$ cat src/rtl/piso_pkg.sv
package piso_pkg;

    localparam int unsigned PISO_WIDTH = 8;
    localparam int unsigned SYNC_DEPTH = 2;

    // synchronized pin bundle
    typedef struct packed {
        logic ser;
        logic load_n;
        logic inh;
        logic clk;
    } pin_t;

    localparam int unsigned PIN_BITS = $bits(pin_t);

    localparam pin_t PIN_IDLE = '{ser: 1'b0, load_n: 1'b1, inh: 1'b0, clk: 1'b0};

    typedef enum logic [1:0] {
        OP_HOLD  = 2'd0,
        OP_SHIFT = 2'd1,
        OP_LOAD  = 2'd2
    } op_e;

    // load overrides shift
    function automatic op_e op_decode(input logic load_active, input logic shift_edge);
        op_e r;
        if (load_active)
            r = OP_LOAD;
        else if (shift_edge)
            r = OP_SHIFT;
        else
            r = OP_HOLD;
        return r;
    endfunction

endpackage

$ cat src/rtl/piso_sync.sv
module piso_sync #(
    parameter int unsigned W     = 4,
    parameter int unsigned DEPTH = 2,
    parameter logic [W-1:0] RST_VAL = '0
) (
    input  logic         sys_clk,
    input  logic         sys_rst,
    input  logic [W-1:0] d_async,
    output logic [W-1:0] d_sync
);

    logic [W-1:0] chain [DEPTH];

    for (genvar g = 0; g < DEPTH; g++) begin : g_flop
        if (g == 0) begin : g_first
            always_ff @(posedge sys_clk) begin
                if (sys_rst)
                    chain[g] <= RST_VAL;
                else
                    chain[g] <= d_async;
            end
        end else begin : g_next
            always_ff @(posedge sys_clk) begin
                if (sys_rst)
                    chain[g] <= RST_VAL;
                else
                    chain[g] <= chain[g-1];
            end
        end
    end

    assign d_sync = chain[DEPTH-1];

endmodule

$ cat src/rtl/piso_edge.sv
module piso_edge
    import piso_pkg::*;
(
    input  logic sys_clk,
    input  logic sys_rst,
    input  pin_t pins_s,
    output op_e  op,
    output logic ser_bit
);

    logic comb_lvl;
    logic comb_prev;
    logic shift_edge;

    assign comb_lvl = pins_s.clk | pins_s.inh;

    always_ff @(posedge sys_clk) begin
        if (sys_rst)
            comb_prev <= 1'b0;
        else
            comb_prev <= comb_lvl;
    end

    assign shift_edge = comb_lvl & ~comb_prev;
    assign op         = op_decode(~pins_s.load_n, shift_edge);
    assign ser_bit    = pins_s.ser;


    single_shift_chk: assert property (@(posedge sys_clk) disable iff (sys_rst)
        (op == OP_SHIFT) |=> (op != OP_SHIFT));


    held_pin_block_chk: assert property (@(posedge sys_clk) disable iff (sys_rst)
        ($past(comb_lvl) && comb_lvl) |-> (op != OP_SHIFT));

endmodule

$ cat src/rtl/piso_stages.sv
module piso_stages
    import piso_pkg::*;
#(
    parameter int unsigned W = PISO_WIDTH
) (
    input  logic         sys_clk,
    input  logic         sys_rst,
    input  op_e          op,
    input  logic         ser_bit,
    input  logic [W-1:0] par,
    output logic [W-1:0] stage
);

    for (genvar g = 0; g < W; g++) begin : g_stage
        logic feed;
        if (g == 0) begin : g_head
            assign feed = ser_bit;
        end else begin : g_body
            assign feed = stage[g-1];
        end

        always_ff @(posedge sys_clk) begin
            if (sys_rst)
                stage[g] <= 1'b0;
            else begin
                case (op)
                    OP_LOAD:  stage[g] <= par[g];
                    OP_SHIFT: stage[g] <= feed;
                    default:  stage[g] <= stage[g];
                endcase
            end
        end
    end


    reset_clear_chk: assert property (@(posedge sys_clk)
        sys_rst |=> (stage == '0));


    load_capture_chk: assert property (@(posedge sys_clk) disable iff (sys_rst)
        (op == OP_LOAD) |=> (stage == $past(par)));


    shift_move_chk: assert property (@(posedge sys_clk) disable iff (sys_rst)
        (op == OP_SHIFT) |=> (stage == {$past(stage[W-2:0]), $past(ser_bit)}));


    hold_static_chk: assert property (@(posedge sys_clk) disable iff (sys_rst)
        (op == OP_HOLD) |=> $stable(stage));

endmodule

$ cat src/rtl/piso_shreg.sv
module piso_shreg
    import piso_pkg::*;
#(
    parameter int unsigned WIDTH = PISO_WIDTH,
    parameter int unsigned SYNC  = SYNC_DEPTH
) (
    input  logic             sys_clk,
    input  logic             sys_rst,
    input  logic [WIDTH-1:0] par_in,
    input  logic             ser_in,
    input  logic             load_n,
    input  logic             shift_clk,
    input  logic             shift_inh,
    output logic             q,
    output logic             q_n
);

    localparam int unsigned LAST = WIDTH - 1;

    pin_t             pins_raw;
    logic [PIN_BITS-1:0] pins_vec;
    pin_t             pins_s;
    op_e              op;
    logic             ser_bit;
    logic [WIDTH-1:0] stage;

    assign pins_raw = '{ser: ser_in, load_n: load_n, inh: shift_inh, clk: shift_clk};

    piso_sync #(
        .W      (PIN_BITS),
        .DEPTH  (SYNC),
        .RST_VAL(PIN_IDLE)
    ) u_sync (
        .sys_clk(sys_clk),
        .sys_rst(sys_rst),
        .d_async(pins_raw),
        .d_sync (pins_vec)
    );

    assign pins_s = pin_t'(pins_vec);

    piso_edge u_edge (
        .sys_clk(sys_clk),
        .sys_rst(sys_rst),
        .pins_s (pins_s),
        .op     (op),
        .ser_bit(ser_bit)
    );

    piso_stages #(.W(WIDTH)) u_stages (
        .sys_clk(sys_clk),
        .sys_rst(sys_rst),
        .op     (op),
        .ser_bit(ser_bit),
        .par    (par_in),
        .stage  (stage)
    );

    assign q   = stage[LAST];
    assign q_n = ~stage[LAST];


    load_beats_clock_chk: assert property (@(posedge sys_clk) disable iff (sys_rst)
        (!pins_s.load_n) |-> (op == OP_LOAD));

endmodule

$ cat config.mk
export PLATFORM = sky130hd
export DESIGN_NAME = piso_shreg
export DESIGN_NICKNAME = d
export VERILOG_FILES = /design/src/rtl/piso_pkg.sv /design/src/rtl/piso_sync.sv /design/src/rtl/piso_edge.sv /design/src/rtl/piso_stages.sv /design/src/rtl/piso_shreg.sv
export SDC_FILE = /design/constraint.sdc
export NUM_CORES = 1
export LEC_CHECK = 0
export BUFFER_PORTS_ARGS = -buffer_cell sky130_fd_sc_hd__buf_2
export CAP_MARGIN = 20
export CORE_MARGIN = 5
export CORE_UTILIZATION = 47
export CTS_BUF_LIST = sky130_fd_sc_hd__clkbuf_4 sky130_fd_sc_hd__clkbuf_8
export DETAILED_ROUTE_END_ITERATION = 12
export HOLD_SLACK_MARGIN = 0.12
export PLACE_DENSITY = 0.75
export REMOVE_ABC_BUFFERS = 1
export SYNTH_ARGS = -nofsm -noshare
export SYNTH_HDL_FRONTEND = slang
export SYNTH_SLANG_ARGS = --single-unit
$ cat constraint.sdc
create_clock -name sys_clk -period 1 [get_ports sys_clk]
set_clock_uncertainty 0.1 [all_clocks]
set_input_delay 0.15 -clock sys_clk [delete_from_list [all_inputs] [get_ports sys_clk]]
set_output_delay 0.15 -clock sys_clk [all_outputs]
set_load 0.03 [all_outputs]
After elaboration in Yosys (flattened, before gate mapping):

Memories as Yosys holds them, arrays and structs flattened.
Cells that the tools add are included.

* flip-flop bits (word level): 9
* bits in writable memories: 8
* input bits: 14
* output and inout port bits: 2
* logic and storage cells: 34
* memories kept: 1

* equality and inequality tests: 2
* mux-type cells: 15
* bitwise gates (word level): 6
* reductions and logical operators: 1

Memory list
* u_sync.chain: words 2, bits a word 4, rd ports 2, clocked after memory_dff 0, wr ports 2, RTL line piso_sync.sv:12 `logic [W-1:0] chain [DEPTH];`

Operators with widths (count)
* 1-bit one-hot mux with 2 select lines: 8
* 4-bit two-way mux: 2
* 1-bit two-way mux: 4
* 1-bit OR: 3
* 2-bit by 1-bit == test with 1-bit output (second input constant): 1
* 2-bit == test (second input constant): 1
* 2-bit two-way mux: 1
* 1-bit NOT: 2
* 2-bit nonzero test: 1
* 1-bit bitwise AND: 1

Depth between registers and ports, before layout:

Gate-level depths: netlist of the first run.
An unclocked memory read counts as a cell.

* depth after elaboration: 7
* gate-level depth with buffers: 4
* gate-level depth less buffers: 3

Hierarchy:

A second synthesis of the first run with hierarchy kept.

* cells, all modules: 67
* area total of the unflattened synthesis: 705.7 um^2

Modules (own cells, without submodules)
* piso_stages: times used 1, cells each 44, area each 442.9 um^2, sequential area each 160.2 um^2
* piso_sync: times used 1, cells each 16, area each 210.2 um^2, sequential area each 160.2 um^2
* piso_edge: times used 1, cells each 6, area each 48.8 um^2, sequential area each 20.0 um^2
* piso_shreg: times used 1, cells each 1, area each 3.8 um^2, sequential area each 0.0 um^2

Worst setup path after synthesis of the first run:

No wires, ideal clock.

* path type: register to register
* start point: reg u_edge.comb_prev
* end point: reg u_stages.stage[1], in the netlist u_stages.g_stage[2].feed
* library setup time: 0.091 ns
* data arrival time: 0.871 ns
* path slack: -0.062 ns
* cell stages (with the launch flop): 5
* clock period less this slack: 1.062 ns
* cells stage by stage: dfxtp_1 > o21ba_2 > buf_6 > nand2_1 > a311oi_1

* cells in the longest elaborated chain, start to end: 6

Ends and longest elaborated chain
* start, declared: RTL line piso_edge.sv:12 `logic comb_prev;`
* start signal, assigned: RTL line piso_edge.sv:21 `comb_prev <= comb_lvl;`
* 1-bit NOT (*): RTL line piso_edge.sv:24 `assign shift_edge = comb_lvl & ~comb_prev;`
* 1-bit bitwise AND (*): RTL line piso_edge.sv:24
* 1-bit two-way mux (*): RTL line piso_pkg.sv:29 `else if (shift_edge)`
* 2-bit two-way mux (*): RTL line piso_pkg.sv:27 `if (load_active)`
* 2-bit by 1-bit == test with 1-bit output / 2-bit == test (equally long branches): RTL line piso_stages.sv:26 `case (op)`
* 1-bit one-hot mux with 2 select lines / 2-bit nonzero test (equally long branches)
* end signal, assigned by index: RTL line piso_stages.sv:27 `OP_LOAD: stage[g] <= par[g];`
* end signal, assigned by index: RTL line piso_stages.sv:29 `default: stage[g] <= stage[g];`
* end, declared: RTL line piso_stages.sv:11 `output logic [W-1:0] stage`

Mark *: on every way between the ends. The rest lies on a longest branch, timed or not.
A chain may end at the register's enable or synchronous reset.

Worst setup path in the final report of the first run:

* start point: reg u_edge.comb_prev
* end point: reg u_stages.stage[6], in the netlist u_stages.g_stage[7].feed

Same word-level chain as after synthesis.

==> reports/qor.yml, run 1 <==
overflow: 0
min_period_over_period_pct: 115
path_clk_slew_ns: 0.10
io_buffers: 15
power_frac_comb_pct: 14.2
netlist_top_cells_count: "dfxtp_1, nand2_1, nor2_1"
first_pass_iters: 4
pwr-share-clk_pct: 28.8
die_x_um: 46.0
clock_latency_ns: 0.29
globalplace.congestion: 0.720
fp.dieArea_mm2: 0.00212
vias: 550
viasPerCell: 4.95
synth_warnings: 0
antenna_found_initial: 0
fmax_mhz: 872
syn_to_final_growth_pct: 51.5
dieHeight_um: 46.0
drtIter0Drc: 6
rows: 13
grt_pass1_wl_um: 1990
p_sw_share_pct: 24.1
synthArstFlopShare_pct: 0
postCtsHoldBufs: 12
synth_top_area_share_pct: 55.9
clock-sinks: 17
multi_input_area_um2: 265
slew_headroom_pct: 84.8
drive_gt1_share_pct: 34.4
grt_usage_pct: 13.3
violations: "negative setup slack"
finalSetupViolations: 10
drc_errors: 0
layout.nets: 111
ys_ff_latch: 17
synth_cells: 66
postSynthAreaPerCell_um2: 9.23
yosys-top-cells-area: "dfxtp_1, a311oi_1, nand2_1, nor2_1, nor2b_1"
synthFlopType: "dfxtp_1"
cap_violations: 0
maxSlewViolCount: 0
status: "complete, but fails checks"
worst-path-max-fanout: 8
ys_types: 12
root_buffer: "clkbuf_4"
fin_util_pct: 72.8
antennaDiodeCount: 0
tightestPinTransition_ns: 0.228
finalHoldViolCount: 0
synth_edf_count: 0
p_total_mw: 1.28
grt_setup_unrepaired: "yes"
wl_per_cell_um: 10.9
peakVddDrop_v: 0.00122
fin_crit_ns: 1.15
postRouteAntennaNets: 0
pwr-share-seq_pct: 57.0
yosys.area.top_type: "dfxtp_1"
leakagePower_nw: 0.365
hold_class: "input port to register"
powerDensity_mw_per_mm2: 1390
wl_um: 1210
critPathKind: "register to register"
ios: 16
start_util_pct: 48.0
cts_buffers: 3
core_area_mm2: 0.00127
grt_pass1_vias: 474
internal_power_uw: 973
cts_tree: "done"
synth_seq_area_share_pct: 55.9
yosysMostFrequentCell: "dfxtp_1"
required_ns: 1.10
register_area_um2: 350
cts-htree-levels: 1
hpwl_um: 715
cts.path.max_buffers: 2
dp_slack_ns: -0.175
grt_max_degree: 17
setup_slack_ns: -0.146
startpoint_type: "register"
worstPathArrival_ns: 1.25
fillerInstances: 96
switching_power_uw: 310
syn_area_um2: 609
end_kind: "register"
[cell families (layout without fill, tap and decap cells)]
kind of cell	count (synthesis)	after routing	share of synthesized area [%]
and+or+nand+nor	34	34	24.2
DFF	17	17	55.9
AOI/OAI and AO/OA	10	10	15.0
buffers and inverters	5	35	4.93
[power groups by stage]
stage | Combinational [mW] | Clock (mW) | Sequential [mW]
3_3_place_gp | 0.124 | 0 | 0.744
2_1_floorplan | 0.0554 | 0 | 0.750
5_1_grt | 0.201 | 0.411 | 0.735
6_report | 0.182 | 0.370 | 0.731
3_5_place_dp | 0.127 | 0 | 0.745
4_1_cts | 0.175 | 0.396 | 0.730
[critical path: stages (launching register included)]
cell      delay, ns
dfxtp_2        0.33
o21ba_4        0.26
nand2_1        0.08
a311oi_2       0.29
[flip-flops by register name, summed over array words and instances, names as in the netlist]
signal / flops
u_stages.stage: 1
u_edge.comb_prev: 1
u_stages.g_stage.feed: 7
u_sync.chain: 8
[area by class of cell]
cell class,count,area share (%)
Sequential cell,17,37.9
Multi-Input combinational cell,44,28.7
Timing Repair Buffer,30,27.6
Clock buffer,3,2.44
Tap cell,15,2.03
Clock inverter,1,0.813
Inverter,1,0.407
[stage by stage]
stage	instance area (um2)	cells	setup TNS, ns	hold slack [ns]
after floorplan	583	62	-0.345	0.122
after global placement	717	94	-0.973	0.238
after detailed placement	717	94	-1.26	0.242
after CTS	902	110	-0.862	-0.0123
after global routing	923	111	-1.47	-0.00477
final	923	111	-0.862	0.00226
[final timing paths]
kind                                         start                       end  slack (ns)  depth (start not counted)
worst max register to register    u_edge.comb_prev  u_stages.g_stage[7].feed       -0.15                          3
worst min register to register  u_sync.chain[0][2]        u_sync.chain[1][2]        0.32                          1
worst max-delay path              u_edge.comb_prev  u_stages.g_stage[7].feed       -0.15                          3
worst min-delay path                       sys_rst        u_sync.chain[0][2]       0.002                          2
[placed cells by master, fill, tap and decap left out]
cell           instances
a311oi_1               6
a311oi_2               2
buf_12                 2
buf_2                 13
buf_4                  1
buf_6                  2
clkbuf_4               3
clkinvlp_4             1
dfxtp_1               13
dfxtp_2                2
dfxtp_4                2
dlygate4sd3_1         12
inv_2                  1
nand2_1               16
nor2_1                10
nor2b_1                6
o21ba_4                1
o21bai_4               1
or2_2                  2
[metal layers]
layer	global-route usage, %	share of wire, %	up-vias
met2	20.9	47	27
met1	16.4	43	241
met3	5.93	8.3	4
met4	3.41	1.9	0
li1	-	-	278
met5	0	0	-
[what timing repair did]
action	in CTS	in global routing
buffers inserted	0	1
endpoints found under the hold margin	17	17
setup endpoints to repair	10	10
resized for setup	12	3
pin swaps	9	1
No activity file was read; power rests on OpenSTA's default activity.
==> inputs of run 2 (changes only) <==
CORE_AREA = 5 5 42 44   (was unset)
CORE_MARGIN = unset   (was 5)
CORE_UTILIZATION = unset   (was 47)
DIE_AREA = 0 0 47 49   (was unset)
PLACE_DENSITY = 0.71   (was 0.75)
clock period = 1.23 ns   (was 1 ns; I/O delays follow)
==> reports/qor.yml, run 2 (synthesis results as in run 1) <==
globalplace.congestion: 0.767
first_pass_iters: 4
tightestPinTransition_ns: 0.274
worstPathArrival_ns: 0.85
met3_usage_pct: 3.69
antenna_found_initial: 0
peakVddDrop_v: 0.000916
worst-path-max-fanout: 3
grt_use_met1_pct: 13.8
io_buffers: 15
hold_class: "input port to register"
layout_common_cells: "nand2_1, buf_2, dfxtp_1"
start_util_pct: 43.5
wl_um: 1160
cts-htree-levels: 1
fp.dieArea_mm2: 0.00230
maxSlewViolCount: 0
grt_setup_unrepaired: "no"
grt_usage_pct: 11.3
top_register: "u_sync.chain"
core_area_mm2: 0.00140
fin_tns_setup_ns: 0
drive_gt1_share_pct: 27.7
holdPathStages: 2
antennaDiodeCount: 0
cts_buffers: 3
required_ns: 0.95
cp-endpoint: "q_n"
use_met2_pct: 16.5
overflow: 0
largest_reg_flops: 8
dp.cells: 94
slew_headroom_pct: 81.7
cts.path.max_buffers: 2
r2r_slack_ns: 0.11
drc_errors: 0
dieHeight_um: 49
status: "complete, no violations"
leakagePower_nw: 0.341
syn_to_final_growth_pct: 39.8
grt_max_degree: 18
die_x_um: 47
fmax_mhz: 880
critPathKind: "register to primary output"
root_buffer: "clkbuf_4"
cp-startpoint: "u_stages.stage[7]"
drtIter0Drc: 2
startpoint_type: "register"
regToRegStartpoint: "u_sync.chain[1][1]"
instances_no_fill: 110
grt_busiest_layer: "met2"
multi_input_area_um2: 253
fin_crit_ns: 1.14
fin_util_pct: 60.8
postRouteAntennaNets: 0
powerDensity_mw_per_mm2: 1210
viasPerCell: 4.78
final_common_cell: "nand2_1"
min_period_over_period_pct: 92.3
path_clk_slew_ns: 0.09
finalHoldViolCount: 0
layout.nets: 109
clock_latency_ns: 0.29
fillerInstances: 136
wl_per_cell_um: 10.5
cap_violations: 0
ios: 16
vias: 526
finalSetupViolations: 0
clock-sinks: 17
grt_pass1_wl_um: 1890
end_kind: "primary output"
reg2reg_depth: 3
rows: 14
grt_pass1_vias: 461
r2r-end: "u_stages.g_stage[3].feed"
register_area_um2: 343
cts_tree: "done"
==> run 2: cell types whose count changed in the layout (fill, tap and decap cells not counted), sizes merged <==
cell / change
buf: -2
clkbuf: +1
clkinvlp: -1
==> run 2: power by group <==
part | switching [mW] | total (mW) | internal (mW) | leakage [nW]
Clock | 0.163 | 0.311 | 0.148 | 0.0184
Sequential | 0.0146 | 0.595 | 0.580 | 0.141
Combinational | 0.0532 | 0.125 | 0.0716 | 0.182
==> run 2: area by class of cell <==
| class | instances | share of cell area [%] |
|---|---|---|
| repair buffers | 28 | 23.8 |
| multi-input cells | 44 | 29.7 |
| clock buffers | 4 | 3.52 |
| inverters | 1 | 0.441 |
| flip-flops and latches | 17 | 40.2 |
| well taps | 16 | 2.35 |
==> run 2: routing by layer <==
layer,vias up,part of all wire [%],wire length [um]
met4,0,2.3,27
met2,16,45,522
li1,276,-,-
met1,229,45,525
met5,-,0,0
met3,5,7.2,84
==> run 2: how the worst min path moves through the flow <==
stage	startpoint	end	slack, ns
after floorplan	sys_rst	u_sync.chain[0][0]	0.16
after global placement	load_n	u_sync.chain[0][2]	0.27
after detailed placement	load_n	u_sync.chain[0][2]	0.27
after CTS	sys_rst	u_edge.comb_prev	0.14
after global routing	sys_rst	u_edge.comb_prev	0.15
final	sys_rst	u_edge.comb_prev	0.14
==> run 2: per-stage QoR <==
step                      power [mW]  cell area, um2  setup slack [ns]  hold WS [ns]
after floorplan                0.655             583             0.180         0.156
after global placement         0.695             686            0.0926         0.270
after detailed placement       0.698             686            0.0302         0.273
after CTS                       1.03             836           0.00988         0.143
after global routing            1.08             852            0.0241         0.148
final                           1.03             852            0.0941         0.138
==> run 2: what timing repair did <==
| action | in CTS | in global routing |
|---|---|---|
| endpoints found under the hold margin | 12 | 0 |
| setup buffers | 0 | 0 |
| gates resized for setup | 0 | 4 |
| setup endpoints to repair | 0 | 4 |
| hold buffers | 12 | 0 |
==> run 2: worst max-delay path: stages, from the launching register on <==
cell and delay, ns:
dfxtp_1 0.36, inv_1 0.04, buf_2 0.17
